`src/rtl/pkt_mem_responder_pkg.sv`:
```
package pkt_mem_responder_pkg;

   typedef enum logic [1:0] {
      OP_MEM_RD = 2'b00,
      OP_MEM_WR = 2'b01,
      OP_REG_RD = 2'b10,
      OP_REG_WR = 2'b11
   } op_e;

   typedef enum logic [1:0] {
      ST_IDLE  = 2'd0,
      ST_READ  = 2'd1,
      ST_WRITE = 2'd2
   } state_e;

   localparam logic [7:0] ACK_POS   = 8'hF0;
   localparam logic [7:0] ACK_NEG   = 8'h0F;
   localparam int unsigned REQ_BEATS = 4;

endpackage

```
`src/rtl/pktrsp_req_rx.sv`:
```
module pktrsp_req_rx
   import pkt_mem_responder_pkg::*;
#(
   parameter int DATA_W     = 8,
   parameter int ADDR_W     = 16,
   parameter int ODD_PARITY = 1
) (
   input  logic              clk,
   input  logic              rst_n,
   input  logic              en,
   input  logic              rx_valid,
   input  logic [DATA_W-1:0] rx_data,
   input  logic              rx_par,
   output logic              beat_bad,
   output logic              req_done,
   output op_e               req_op,
   output logic [DATA_W-3:0] req_id,
   output logic [ADDR_W-1:0] req_addr,
   output logic [DATA_W:0]   req_len,
   output logic              req_perr
);
   localparam int ID_W  = DATA_W - 2;
   localparam int CNT_W = $clog2(REQ_BEATS);
   localparam int FULL_AW = 2 * DATA_W;

   logic [CNT_W-1:0]   beat_q;
   logic [DATA_W-1:0]  hdr_q;
   logic [DATA_W-1:0]  ahi_q;
   logic [DATA_W-1:0]  alo_q;
   logic               perr_q;
   logic               take;
   logic [FULL_AW-1:0] full_addr;

   generate
      if (ODD_PARITY != 0) begin : g_odd
         assign beat_bad = ~(^{rx_par, rx_data});
      end else begin : g_even
         assign beat_bad = ^{rx_par, rx_data};
      end
   endgenerate

   assign take     = en & rx_valid;
   assign req_done = take && (beat_q == CNT_W'(REQ_BEATS - 1));

   always_ff @(posedge clk or negedge rst_n) begin
      if (!rst_n) begin
         beat_q <= '0;
         hdr_q  <= '0;
         ahi_q  <= '0;
         alo_q  <= '0;
         perr_q <= 1'b0;
      end else if (take) begin
         case (beat_q)
            CNT_W'(0): begin
               hdr_q  <= rx_data;
               perr_q <= beat_bad;
            end
            CNT_W'(1): begin
               ahi_q  <= rx_data;
               perr_q <= perr_q | beat_bad;
            end
            CNT_W'(2): begin
               alo_q  <= rx_data;
               perr_q <= perr_q | beat_bad;
            end
            default: perr_q <= perr_q;
         endcase
         beat_q <= req_done ? '0 : beat_q + 1'b1;
      end
   end

   assign full_addr = {ahi_q, alo_q};
   assign req_op    = op_e'(hdr_q[DATA_W-1:DATA_W-2]);
   assign req_id    = hdr_q[ID_W-1:0];
   assign req_addr  = full_addr[ADDR_W-1:0];
   assign req_len   = (rx_data == '0) ? {1'b1, {DATA_W{1'b0}}} : {1'b0, rx_data};
   assign req_perr  = perr_q | beat_bad;

   generate
      if (ADDR_W < FULL_AW) begin : g_trim
         logic unused_addr_bits;
         assign unused_addr_bits = ^full_addr[FULL_AW-1:ADDR_W];
      end
   endgenerate

endmodule

```
`src/rtl/pktrsp_ctl_regs.sv`:
```
module pktrsp_ctl_regs #(
   parameter int DATA_W = 8,
   parameter int NREGS  = 4,
   parameter int IDX_W  = $clog2(NREGS)
) (
   input  logic              clk,
   input  logic              rst_n,
   input  logic              wr_en,
   input  logic [IDX_W-1:0]  wr_idx,
   input  logic [DATA_W-1:0] wr_data,
   input  logic [IDX_W-1:0]  rd_idx,
   output logic [DATA_W-1:0] rd_data
);
   logic [NREGS*DATA_W-1:0] flat;

   generate
      for (genvar i = 0; i < NREGS; i++) begin : g_reg
         logic [DATA_W-1:0] q;
         always_ff @(posedge clk or negedge rst_n) begin
            if (!rst_n) begin
               q <= '0;
            end else if (wr_en && (wr_idx == IDX_W'(i))) begin
               q <= wr_data;
            end
         end
         assign flat[i*DATA_W +: DATA_W] = q;
      end
   endgenerate

   assign rd_data = flat[rd_idx*DATA_W +: DATA_W];

endmodule

```
`src/rtl/pktrsp_tx_lane.sv`:
```
module pktrsp_tx_lane #(
   parameter int DATA_W     = 8,
   parameter int ODD_PARITY = 1
) (
   input  logic              clk,
   input  logic              rst_n,
   input  logic              load,
   input  logic [DATA_W-1:0] byte_in,
   output logic              tx_valid,
   output logic [DATA_W-1:0] tx_data,
   output logic              tx_par
);
   logic par_next;

   generate
      if (ODD_PARITY != 0) begin : g_odd
         assign par_next = ~(^byte_in);
      end else begin : g_even
         assign par_next = ^byte_in;
      end
   endgenerate

   always_ff @(posedge clk or negedge rst_n) begin
      if (!rst_n) begin
         tx_valid <= 1'b0;
         tx_data  <= '0;
         tx_par   <= 1'b0;
      end else begin
         tx_valid <= load;
         if (load) begin
            tx_data <= byte_in;
            tx_par  <= par_next;
         end
      end
   end

endmodule

```
`src/rtl/pkt_mem_responder.sv`:
```
module pkt_mem_responder
   import pkt_mem_responder_pkg::*;
#(
   parameter int          DATA_W     = 8,
   parameter int          ADDR_W     = 16,
   parameter int          NREGS      = 4,
   parameter int          ODD_PARITY = 1,
   parameter int unsigned LOCAL_ID   = 21
) (
   input  logic              clk,
   input  logic              rst_n,
   input  logic              rx_valid,
   input  logic [DATA_W-1:0] rx_data,
   input  logic              rx_par,
   output logic              tx_valid,
   output logic [DATA_W-1:0] tx_data,
   output logic              tx_par,
   input  logic              mem_ready,
   output logic              mem_rd,
   output logic              mem_wr,
   output logic [ADDR_W-1:0] mem_addr,
   output logic [DATA_W-1:0] mem_wdata,
   input  logic [DATA_W-1:0] mem_rdata
);
   localparam int ID_W  = DATA_W - 2;
   localparam int LEN_W = DATA_W + 1;
   localparam int IDX_W = (NREGS > 1) ? $clog2(NREGS) : 1;

   initial begin
      if (DATA_W != 8)
         $fatal(1, "DATA_W must be 8 for the four-beat request layout");
      if (ADDR_W < IDX_W || ADDR_W > 2 * DATA_W)
         $fatal(1, "ADDR_W out of range");
      if (NREGS < 2 || (NREGS & (NREGS - 1)) != 0)
         $fatal(1, "NREGS must be a power of two, at least 2");
      if (LOCAL_ID >= (1 << ID_W))
         $fatal(1, "LOCAL_ID does not fit the device field");
   end

   state_e             state_q;
   logic               reg_sel_q;
   logic [ADDR_W-1:0]  addr_q;
   logic [LEN_W-1:0]   left_q;

   logic               beat_bad;
   logic               req_done;
   op_e                req_op;
   logic [ID_W-1:0]    req_id;
   logic [ADDR_W-1:0]  req_addr;
   logic [LEN_W-1:0]   req_len;
   logic               req_perr;

   logic               id_hit;
   logic               op_is_reg;
   logic               op_is_wr;
   logic               busy;
   logic               grant;
   logic               respond;
   logic               data_ok;
   logic               last_unit;

   logic               reg_wr;
   logic [DATA_W-1:0]  reg_rdata;
   logic               tx_load;
   logic [DATA_W-1:0]  tx_byte;

   pktrsp_req_rx #(
      .DATA_W     (DATA_W),
      .ADDR_W     (ADDR_W),
      .ODD_PARITY (ODD_PARITY)
   ) req_rx_i (
      .clk      (clk),
      .rst_n    (rst_n),
      .en       (state_q == ST_IDLE),
      .rx_valid (rx_valid),
      .rx_data  (rx_data),
      .rx_par   (rx_par),
      .beat_bad (beat_bad),
      .req_done (req_done),
      .req_op   (req_op),
      .req_id   (req_id),
      .req_addr (req_addr),
      .req_len  (req_len),
      .req_perr (req_perr)
   );

   assign id_hit    = (req_id == ID_W'(LOCAL_ID));
   assign op_is_reg = req_op[1];
   assign op_is_wr  = req_op[0];
   assign busy      = !op_is_reg && !mem_ready;
   assign grant     = !req_perr && !busy;
   assign respond   = req_done && id_hit;
   assign data_ok   = rx_valid && !beat_bad;
   assign last_unit = (left_q == LEN_W'(1));

   always_ff @(posedge clk or negedge rst_n) begin
      if (!rst_n) begin
         state_q   <= ST_IDLE;
         reg_sel_q <= 1'b0;
         addr_q    <= '0;
         left_q    <= '0;
      end else begin
         case (state_q)
            ST_IDLE: begin
               if (respond && grant) begin
                  state_q   <= op_is_wr ? ST_WRITE : ST_READ;
                  reg_sel_q <= op_is_reg;
                  addr_q    <= req_addr;
                  left_q    <= req_len;
               end
            end
            ST_READ: begin
               addr_q <= addr_q + ADDR_W'(1);
               left_q <= left_q - LEN_W'(1);
               if (last_unit) state_q <= ST_IDLE;
            end
            ST_WRITE: begin
               if (rx_valid) begin
                  addr_q <= addr_q + ADDR_W'(1);
                  left_q <= left_q - LEN_W'(1);
                  if (last_unit) state_q <= ST_IDLE;
               end
            end
            default: state_q <= ST_IDLE;
         endcase
      end
   end

   assign mem_rd    = (state_q == ST_READ) && !reg_sel_q;
   assign mem_wr    = (state_q == ST_WRITE) && !reg_sel_q && data_ok;
   assign mem_addr  = addr_q;
   assign mem_wdata = rx_data;
   assign reg_wr    = (state_q == ST_WRITE) && reg_sel_q && data_ok;

   pktrsp_ctl_regs #(
      .DATA_W (DATA_W),
      .NREGS  (NREGS),
      .IDX_W  (IDX_W)
   ) ctl_regs_i (
      .clk     (clk),
      .rst_n   (rst_n),
      .wr_en   (reg_wr),
      .wr_idx  (addr_q[IDX_W-1:0]),
      .wr_data (rx_data),
      .rd_idx  (addr_q[IDX_W-1:0]),
      .rd_data (reg_rdata)
   );

   always_comb begin
      tx_load = 1'b0;
      tx_byte = '0;
      if (state_q == ST_IDLE) begin
         tx_load = respond;
         tx_byte = grant ? ACK_POS : ACK_NEG;
      end else if (state_q == ST_READ) begin
         tx_load = 1'b1;
         tx_byte = reg_sel_q ? reg_rdata : mem_rdata;
      end
   end

   pktrsp_tx_lane #(
      .DATA_W     (DATA_W),
      .ODD_PARITY (ODD_PARITY)
   ) tx_lane_i (
      .clk      (clk),
      .rst_n    (rst_n),
      .load     (tx_load),
      .byte_in  (tx_byte),
      .tx_valid (tx_valid),
      .tx_data  (tx_data),
      .tx_par   (tx_par)
   );

endmodule

```
`config.mk`:
```
export PLATFORM = sky130hd
export DESIGN_NAME = pkt_mem_responder
export DESIGN_NICKNAME = d
export VERILOG_FILES = /design/src/rtl/pkt_mem_responder_pkg.sv /design/src/rtl/pktrsp_req_rx.sv /design/src/rtl/pktrsp_ctl_regs.sv /design/src/rtl/pktrsp_tx_lane.sv /design/src/rtl/pkt_mem_responder.sv
export SDC_FILE = /design/constraint.sdc
export NUM_CORES = 1
export LEC_CHECK = 0
export ABC_AREA = 1
export BUFFER_PORTS_ARGS = -buffer_cell sky130_fd_sc_hd__buf_2
export CORE_ASPECT_RATIO = 0.6
export CORE_MARGIN = 2
export CORE_UTILIZATION = 45
export CTS_BUF_LIST = sky130_fd_sc_hd__clkbuf_4
export DETAILED_ROUTE_END_ITERATION = 10
export GPL_ROUTABILITY_DRIVEN = 0
export SETUP_SLACK_MARGIN = 0.15
export SYNTH_ARGS = -nofsm -noshare
export SYNTH_HDL_FRONTEND = slang
export SYNTH_SLANG_ARGS = --single-unit
```
`constraint.sdc`:
```
create_clock -name clk -period 3.27 [get_ports clk]
set_input_delay 0.8175 -clock clk [delete_from_list [all_inputs] [get_ports clk]]
set_output_delay 0.8175 -clock clk [all_outputs]
set_load 0.02 [all_outputs]
```
==> impl_metrics.tcl, run 1 <==
set metrics [dict create \
    grt_use_met2_pct 30.6 \
    cts_buffers 9 \
    synth_compound_area_share_pct 15.7 \
    critPathKind "in2out" \
    num_rows 30 \
    core_sq_mm 0.0114 \
    gr-max-usage-layer "met1" \
    cts_tree "yes" \
    ff_latch_area_sq_mm 0.00243 \
    die_h_um 88.0 \
    synthTopCellsByCount "nand2_1, dfrtp_1, o21ai_0" \
    setup-tns-final_ns 0 \
    synth.area.top_cells "dfrtp_1, nand2_1, o21ai_0" \
    remaining_drc_errors 0 \
    max_freq_ghz 0.327 \
    drt-pass1-iter-count 5 \
    ant_nets 0 \
    track_usage_pct 22.1 \
    via_count 4393 \
    initial_core_util_pct 46.5 \
    design_area_sq_mm 0.00587 \
    p_per_area_mw_per_mm2 894 \
    die-width_um 144 \
    synth_top_area_cell "dfrtp_1" \
    power_leakage_nw 2.85 \
    grt_antenna_before_repair 0 \
    status "complete, no violations" \
    ios 57 \
    crit_required_ns 2.45 \
    vdd_drop_max_v 0.000345 \
    yosysWarnings 0 \
    grt_start_max_net_pins 53 \
    postCtsHoldBufs 0 \
    io_buffers 56 \
    synth_cell_types 44 \
    synth_most_common_cell "nand2_1" \
    synth-edff-count 0 \
    worstPathMaxFanout 3 \
    grt_pass1_wl_um 21400 \
    critPathArrivalTime_ns 2.24 \
    synth_area_sq_mm 0.00529 \
    drt_iter0_markers 324 \
    min_period_over_period_pct 93.6 \
    htree_levels 3 \
    synth_seq_area_share_pct 45.9 \
    synth.top_cell.area_share_pct 45.9 \
    hold_viol 0 \
    cts-root-buf "clkbuf_4" \
    syn_nets 685 \
    area_growth_pct 10.9 \
    clk_latency_ns 0.47 \
    synth_mux_area_share_pct 0.378 \
    max_slew_margin_pct 52.7 \
    multiInputGateArea_sq_mm 0.00250 \
    dpl.hpwl_um 9150 \
    synth_top_flop_cell "dfrtp_1" \
    wl_um 13100 \
    hp-class "in2async" \
    first_global_vias 3978 \
    max_stage_delay_ns 0.31 \
    maxSlewViolCount 0 \
    tightest_slew_ns 0.710 \
    syn_avg_cell_area_sq_um 8.19 \
    rsz0062_at_grt "true" \
    via_per_inst 5.11 \
    overflow 0 \
    cts_sinks 97 \
    synth_cells 646 \
    yosys.area_share.adder_pct 4.26 \
    num-nets-final 734 \
    postPlaceCellArea_sq_mm 0.00564 \
    die-area_sq_mm 0.0127 \
    diodes 0 \
    synth_top_family_by_area "simple AND/OR/NAND/NOR gates" \
    maxCapViolCount 0 \
    cp-end-kind "output pin" \
    async_flop_share_pct 100 \
    crit_path_start_kind "input pin" \
    finalClockSkew_ns 0.0168 \
    cp_slowest_cell "ha_4" \
    clockBufferDepth 2 \
    crit_top_cell "nand2_2" \
    cts.clk_slew.worst_paths_ns 0.14 \
    ys_ff_latch 97 \
    drive_above_1_share_pct 18.4 \
    synth-xor-area-share_pct 2.15 \
    wire_per_inst_um 15.2 \
    fill_cells 1105 \
    synthSimpleGateAreaFrac_pct 23.6 \
    use_met3_pct 6.34 \
    setup_viol 0 \
    crit_chain "buf_6 -> clkinvlp_4 -> ha_4 -> inv_2 -> nand2_2 -> nand2_2 -> nand2_2 -> nand2_2 -> nand2_2 -> and2_4 -> nand2_4 -> nor3_2 -> buf_4" \
    globalRouteMet1Util_pct 34.8 \
    post-route-min-period_ns 3.06 \
]
layer usage:
| metal | part of all wire [%] | routed length [um] | vias to the layer above |
|---|---|---|---|
| li1 | - | - | 2222 |
| met1 | 54 | 6990 | 2072 |
| met2 | 40 | 5270 | 94 |
| met3 | 5.6 | 728 | 5 |
| met4 | 0.48 | 63 | 0 |
| met5 | 0 | 0 | - |
cell type report:
class | count | share of cell area, %
clock buffer | 10 | 1.28
clock inverter | 6 | 1.00
inverter | 46 | 3.05
multi-input combinational | 469 | 42.7
sequential | 97 | 41.4
tap | 160 | 3.41
timing repair buffer | 72 | 7.23
registers in the layout (all words and copies together), names as in the netlist:
name                flops
tx_lane_i.tx_par        1
ctl_regs_i.g.q         32
tx_lane_i.tx_data       8
tx_lane_i.tx_valid      1
mem_addr               16
left_q                  9
state_q                 2
req_rx_i.ahi_q          8
req_rx_i.perr_q         1
req_rx_i.hdr_q          8
req_rx_i.beat_q         2
req_rx_i.alo_q          8
reg_sel_q               1
cells by family after synthesis:
| family | count (synthesis) |
|---|---|
| DFF | 97 |
| adders and majority gates | 18 |
| AOI/OAI and AO/OA | 149 |
| buffers and inverters | 80 |
| and+or+nand+nor | 287 |
| muxes | 2 |
| xor gates and xnor gates | 13 |
cells in the final DEF, fill, tap and decap left out, drive strengths merged, types with 9 or more instances in the layout:
| cell type | Yosys | routed |
|---|---|---|
| inv | 41 | 43 |
| a21oi | 10 | 10 |
| dfrtp | 97 | 97 |
| o21ai | 115 | 115 |
| nand2 | 159 | 159 |
| clkbuf | 9 | 10 |
| nand3 | 35 | 35 |
| buf | 25 | 72 |
| a31oi | 9 | 9 |
| ha | 18 | 18 |
| nor2 | 71 | 71 |
report_power, final:
group / total [mW] / internal (mW) / switching [mW] / leakage (nW)
combinational: 2.52 / 0.887 / 1.63 / 1.55
sequential: 2.09 / 1.70 / 0.386 / 1.23
clock: 0.643 / 0.237 / 0.406 / 0.0715
total: 5.25 / 2.83 / 2.42 / 2.85
path summary, 6_finish.rpt:
check                                                   start                             to  slack (ns)  cells after the start
worst max-delay path                               rx_data[5]                         mem_wr        0.21                     13
worst min-delay path                                    rst_n       mem_addr[12]$_DFFE_PN0P_        0.39                      1
worst max register to register         state_q[1]$_DFFE_PN0P_       mem_addr[11]$_DFFE_PN0P_        0.92                     10
worst min register to register  req_rx_i.hdr_q[0]$_DFFE_PN0P_  req_rx_i.hdr_q[0]$_DFFE_PN0P_        0.50                      2
max in group asynchronous                               rst_n  req_rx_i.hdr_q[5]$_DFFE_PN0P_        2.18                      2
min in group clk                req_rx_i.hdr_q[0]$_DFFE_PN0P_  req_rx_i.hdr_q[0]$_DFFE_PN0P_        0.50                      2
critical path, delay by kind of cell:
family        cells  cell delay, ns
simple gates      8            0.70
buf+inv           4            0.42
fa+ha+maj         1            0.31
per-stage QoR:
| step | total power, mW | util [%] | std cells | hold WS [ns] | setup WS, ns |
|---|---|---|---|---|---|
| after floorplan | 3.96 | - | 646 | 0.445 | 0.170 |
| after global placement | 4.54 | 49.6 | 842 | 0.462 | 0.125 |
| after detailed placement | 4.60 | 49.6 | 842 | 0.468 | 0.150 |
| after CTS | 5.26 | 50.8 | 858 | 0.397 | 0.151 |
| after global routing | 5.75 | 51.6 | 860 | 0.396 | 0.108 |
| final | 5.25 | 51.6 | 860 | 0.389 | 0.210 |
what timing repair did:
action / CTS / global route
gates resized for setup: 0 / 20
endpoints found under the setup margin: 0 / 1
setup buffers: 0 / 2
Power figures use the tool's default switching activity.
==> run 2: changes to the inputs <==
--- a/config.mk
+++ b/config.mk
@@ -7,12 +7,15 @@
 export LEC_CHECK = 0
 export ABC_AREA = 1
 export BUFFER_PORTS_ARGS = -buffer_cell sky130_fd_sc_hd__buf_2
+export CELL_PAD_IN_SITES_DETAIL_PLACEMENT = 1
+export CELL_PAD_IN_SITES_GLOBAL_PLACEMENT = 1
 export CORE_ASPECT_RATIO = 0.6
 export CORE_MARGIN = 2
 export CORE_UTILIZATION = 45
 export CTS_BUF_LIST = sky130_fd_sc_hd__clkbuf_4
 export DETAILED_ROUTE_END_ITERATION = 10
 export GPL_ROUTABILITY_DRIVEN = 0
+export PLACE_DENSITY_LB_ADDON = 0.1
 export SETUP_SLACK_MARGIN = 0.15
 export SYNTH_ARGS = -nofsm -noshare
 export SYNTH_HDL_FRONTEND = slang
==> impl_metrics.tcl, run 2 (same netlist as run 1, synthesis figures left out) <==
set metrics [dict create \
    via_count 4589 \
    remaining_drc_errors 0 \
    power_leakage_nw 2.84 \
    cts.clk_slew.worst_paths_ns 0.15 \
    num_rows 30 \
    ant_nets 0 \
    critPathArrivalTime_ns 2.24 \
    cts_buffers 9 \
    maxCapViolCount 0 \
    postCtsHoldBufs 0 \
    drive_above_1_share_pct 18.7 \
    reg2reg_from "state_q[0]$_DFFE_PN0P_" \
    vdd_drop_max_v 0.000379 \
    initial_core_util_pct 46.5 \
    crit_required_ns 2.45 \
    die-width_um 144 \
    rr_worst_depth 10 \
    post-route-min-period_ns 3.06 \
    dpl.hpwl_um 10900 \
    p_per_area_mw_per_mm2 914 \
    drt_iter0_markers 245 \
    setup-tns-final_ns 0 \
    via_per_inst 5.33 \
    grt_start_max_net_pins 50 \
    grt_antenna_before_repair 0 \
    htree_levels 3 \
    r2r-end "mem_addr[11]$_DFFE_PN0P_" \
    gr-max-usage-layer "met2" \
    status "complete, no violations" \
    finalClockSkew_ns 0.0124 \
    wire_per_inst_um 17.2 \
    hold_viol 0 \
    max_freq_ghz 0.327 \
    die-area_sq_mm 0.0127 \
    core_sq_mm 0.0114 \
    maxSlewViolCount 0 \
    num-nets-final 734 \
    ios 57 \
    globalRouteMet1Util_pct 35.2 \
    crit_path_start_kind "input pin" \
    die_h_um 88.0 \
    clk_latency_ns 0.46 \
    rrSetupSlack_ns 0.85 \
    max_slew_margin_pct 54.5 \
    wl_um 14800 \
    drt-pass1-iter-count 4 \
    setup_viol 0 \
    cts_sinks 97 \
    first_global_vias 4762 \
    io_buffers 56 \
    critPathKind "in2out" \
    use_met3_pct 4.48 \
    worstPathMaxFanout 3 \
    final_cell_mix "nand2_1, dfrtp_1, o21ai_0, nor2_1, buf_2" \
    hp-class "in2async" \
    area_growth_pct 10.6 \
    overflow 0 \
    fin_total_pwr_mw 5.35 \
    grt_pass1_wl_um 24200 \
    clockBufferDepth 2 \
    cts-root-buf "clkbuf_4" \
    largest_reg_flops 32 \
    tightest_slew_ns 0.682 \
    rsz0062_at_grt "false" \
    cp-end-kind "output pin" \
    largest-register "ctl_regs_i.g.q" \
    grt_use_met2_pct 40.8 \
    min_period_over_period_pct 93.6 \
    mostFrequentLayoutCell "nand2_1" \
    track_usage_pct 24.9 \
    cts_tree "yes" \
]
-- run 2: cell count changes in the layout (fill, tap and decap cells not counted), sizes merged --
cell | previous run | this run
clkinv | 6 | 5
diode | 0 | 1
clkinvlp | 2 | 3
clkbuf | 10 | 9
inv | 43 | 44
-- run 2: how the worst max path moves through the flow --
stage,startpoint,cells after the start,endpoint,slack (ns)
global placement,rx_data[0],10,mem_wr,0.25
global route,rx_data[6],10,mem_wr,0.12
finish,rx_data[6],10,mem_wr,0.21
floorplan,rx_data[5],11,mem_wr,0.17
CTS,rx_data[2],12,mem_wr,0.18
detailed placement,rx_data[2],12,mem_wr,0.19
-- run 2: routing by layer --
metal	vias up	share of wire (%)
met5	-	0
met4	0	0.68
met3	11	5.0
met2	105	46
met1	2260	49
li1	2213	-
-- run 2: area by class of cell --
cell class                 count  area (sq um)
multi-input combinational    469          2500
fill                        1424          5520
clock buffer                   9          67.6
antenna                        1          2.50
inverter                      46           175
timing repair buffer          72           405
tap                          160           200
clock inverter                 7          71.3
sequential                    97          2430
-- run 2: power by group --
part / switching, mW / leakage (nW) / internal [mW]
logic: 1.70 / 1.55 / 0.883
registers: 0.406 / 1.23 / 1.70
clock network: 0.426 / 0.0679 / 0.231
total: 2.53 / 2.84 / 2.82
-- run 2: metrics by stage --
stage | area [sq um] | hold slack [ns] | setup slack [ns] | instances | utilization [%]
after global routing | 5850 | 0.387 | 0.119 | 860 | 51.5
final | 5850 | 0.375 | 0.209 | 861 | 51.5
after floorplan | 5290 | 0.445 | 0.170 | 646 | -
after global placement | 5650 | 0.459 | 0.249 | 844 | 49.6
after detailed placement | 5650 | 0.463 | 0.188 | 844 | 49.6
after CTS | 5780 | 0.378 | 0.178 | 860 | 50.9
-- run 2: repair_timing --
item                                    4_1_cts  5_1_grt
gates resized for setup                       0       17
setup buffers                                 0        0
hold endpoints to repair                      0        0
endpoints found under the setup margin        0        1
-- run 2: critical path: stages --
cell and delay (ns):
buf_2 0.10, inv_1 0.05, ha_1 0.34, xnor2_2 0.22, inv_1 0.08, nand2_2 0.07
and2_4 0.16, nand2_4 0.06, nor3_2 0.18, buf_4 0.17
==> run 3: changes to the inputs <==
--- a/config.mk
+++ b/config.mk
@@ -15,7 +15,8 @@
 export CTS_BUF_LIST = sky130_fd_sc_hd__clkbuf_4
 export DETAILED_ROUTE_END_ITERATION = 10
 export GPL_ROUTABILITY_DRIVEN = 0
-export PLACE_DENSITY_LB_ADDON = 0.1
+export GPL_TIMING_DRIVEN = 0
+export PLACE_DENSITY = 0.81
 export SETUP_SLACK_MARGIN = 0.15
 export SYNTH_ARGS = -nofsm -noshare
 export SYNTH_HDL_FRONTEND = slang
==> impl_metrics.tcl, run 3 (same netlist as run 1, synthesis figures left out) <==
set metrics [dict create \
    status "complete, no violations" \
    die_h_um 88.0 \
    core_sq_mm 0.0114 \
    cts_tree "yes" \
    clockBufferDepth 2 \
    remaining_drc_errors 0 \
    rrSetupSlack_ns 0.88 \
    clk_latency_ns 0.46 \
    num-nets-final 763 \
    max_slew_margin_pct 53.5 \
    worstPathMaxFanout 3 \
    min_period_over_period_pct 92.8 \
    cts_buffers 9 \
    post-route-min-period_ns 3.04 \
    area_growth_pct 15.9 \
    drt_iter0_markers 361 \
    largest_reg_flops 32 \
    htree_levels 3 \
    finalClockSkew_ns 0.0279 \
    rr_worst_depth 9 \
    power_leakage_nw 2.95 \
    post-place-cells 863 \
    crit_chain "buf_4 -> clkinvlp_4 -> ha_4 -> inv_1 -> nand2_2 -> nand2_2 -> nand2_2 -> nand2_1 -> nand2_2 -> and2_4 -> nand2_4 -> nor3_4 -> buf_6" \
    reg2reg_from "state_q[0]$_DFFE_PN0P_" \
    setup-tns-final_ns 0 \
    postCtsHoldBufs 0 \
    crit_path_start "rx_data[4]" \
    final_cell_mix "nand2_1, dfrtp_1, o21ai_0, nor2_1, buf_2" \
    fill_cells 1418 \
    vdd_drop_max_v 0.000306 \
    multiInputGateArea_sq_mm 0.00253 \
    grt_antenna_before_repair 0 \
    io_buffers 56 \
    critPathKind "in2out" \
    r2r-end "left_q[8]$_DFFE_PN0P_" \
    grt_start_max_net_pins 72 \
    design_area_sq_mm 0.00613 \
    wl_um 16800 \
    initial_core_util_pct 46.5 \
    ios 57 \
    maxCapViolCount 0 \
    cts.clk_slew.worst_paths_ns 0.17 \
    track_usage_pct 27.4 \
    ant_nets 0 \
    cp_slowest_cell "ha_4" \
    drive_above_1_share_pct 21.3 \
    final_cell_count_no_fill 889 \
    cts-root-buf "clkbuf_4" \
    critPathArrivalTime_ns 2.22 \
    maxSlewViolCount 0 \
    p_per_area_mw_per_mm2 909 \
    dpl.hpwl_um 12100 \
    via_count 4863 \
    first_global_vias 4841 \
    postPlaceCellArea_sq_mm 0.00580 \
    cts_sinks 97 \
    crit_required_ns 2.45 \
    crit_path_start_kind "input pin" \
    max_stage_delay_ns 0.28 \
    diodes 0 \
    hp-class "in2async" \
    drt-pass1-iter-count 4 \
    overflow 0 \
    crit_top_cell "nand2_2" \
    mostFrequentLayoutCell "nand2_1" \
    rsz0062_at_grt "false" \
    setup_viol 0 \
    endpoint "mem_wr" \
    ff_latch_area_sq_mm 0.00243 \
    largest-register "ctl_regs_i.g.q" \
    wire_per_inst_um 18.9 \
    die-width_um 144 \
    via_per_inst 5.47 \
    num_rows 30 \
    tightest_slew_ns 0.697 \
    max_freq_ghz 0.329 \
    cp-end-kind "output pin" \
    grt_pass1_wl_um 26000 \
    hold_viol 0 \
    die-area_sq_mm 0.0127 \
]
==> run 3: area by class of cell <==
class | instances | area share, %
Clock buffer | 9 | 1.10
Multi-Input combinational cell | 469 | 41.3
Timing Repair Buffer | 67 | 6.43
Clock inverter | 7 | 0.857
Inverter | 46 | 3.41
Buffer | 34 | 4.06
Sequential cell | 97 | 39.6
Tap cell | 160 | 3.27
==> run 3: routing by layer <==
layer  wire length (um)  track usage [%]  vias to the layer above  share of wire, %
met5                  0                0                        -                 0
met4                 86             4.72                        0              0.51
met3                725             5.03                       10               4.3
met2               7520             42.0                      110                45
met1               8440             41.3                     2455                50
li1                   -                -                     2288                 -
==> run 3: worst min-delay path by stage <==
stage	end	slack (ns)	cells past startpoint
global route	left_q[0]$_DFFE_PN0P_	0.23	1
detailed placement	ctl_regs_i.g_reg[1].q[7]$_DFFE_PN0P_	0.47	2
CTS	left_q[1]$_DFFE_PN0P_	0.25	1
finish	tx_lane_i.tx_par$_DFFE_PN0P_	0.26	1
floorplan	req_rx_i.hdr_q[0]$_DFFE_PN0P_	0.45	2
global placement	ctl_regs_i.g_reg[1].q[3]$_DFFE_PN0P_	0.46	2
==> run 3: timing repair <==
item,in CTS,in global routing
setup buffers,9,1
gates cloned,0,0
endpoints found under the setup margin,2,1
gates resized for setup,23,4
pin swaps,3,5
==> run 3: worst max-delay path, delay by kind of cell <==
| kind | cells | cell delay, ns |
|---|---|---|
| and+or+nand+nor | 8 | 0.67 |
| adders and majority gates | 1 | 0.28 |
| buffers and inverters | 4 | 0.42 |
==> run 3: per-stage QoR <==
| step | power, mW | worst slack (ns) | hold slack, ns | utilization (%) |
|---|---|---|---|---|
| after CTS | 5.54 | 0.154 | 0.250 | 53.5 |
| after global placement | 4.72 | -0.329 | 0.460 | 50.7 |
| final | 5.58 | 0.234 | 0.259 | 53.9 |
| after global routing | 6.01 | 0.138 | 0.225 | 53.9 |
| after detailed placement | 4.90 | -0.372 | 0.473 | 51.0 |
| after floorplan | 3.96 | 0.170 | 0.445 | - |
==> run 3: where the power goes <==
part	internal [mW]	switching (mW)
Sequential	1.70	0.376
Clock	0.164	0.449
Combinational	0.982	1.90
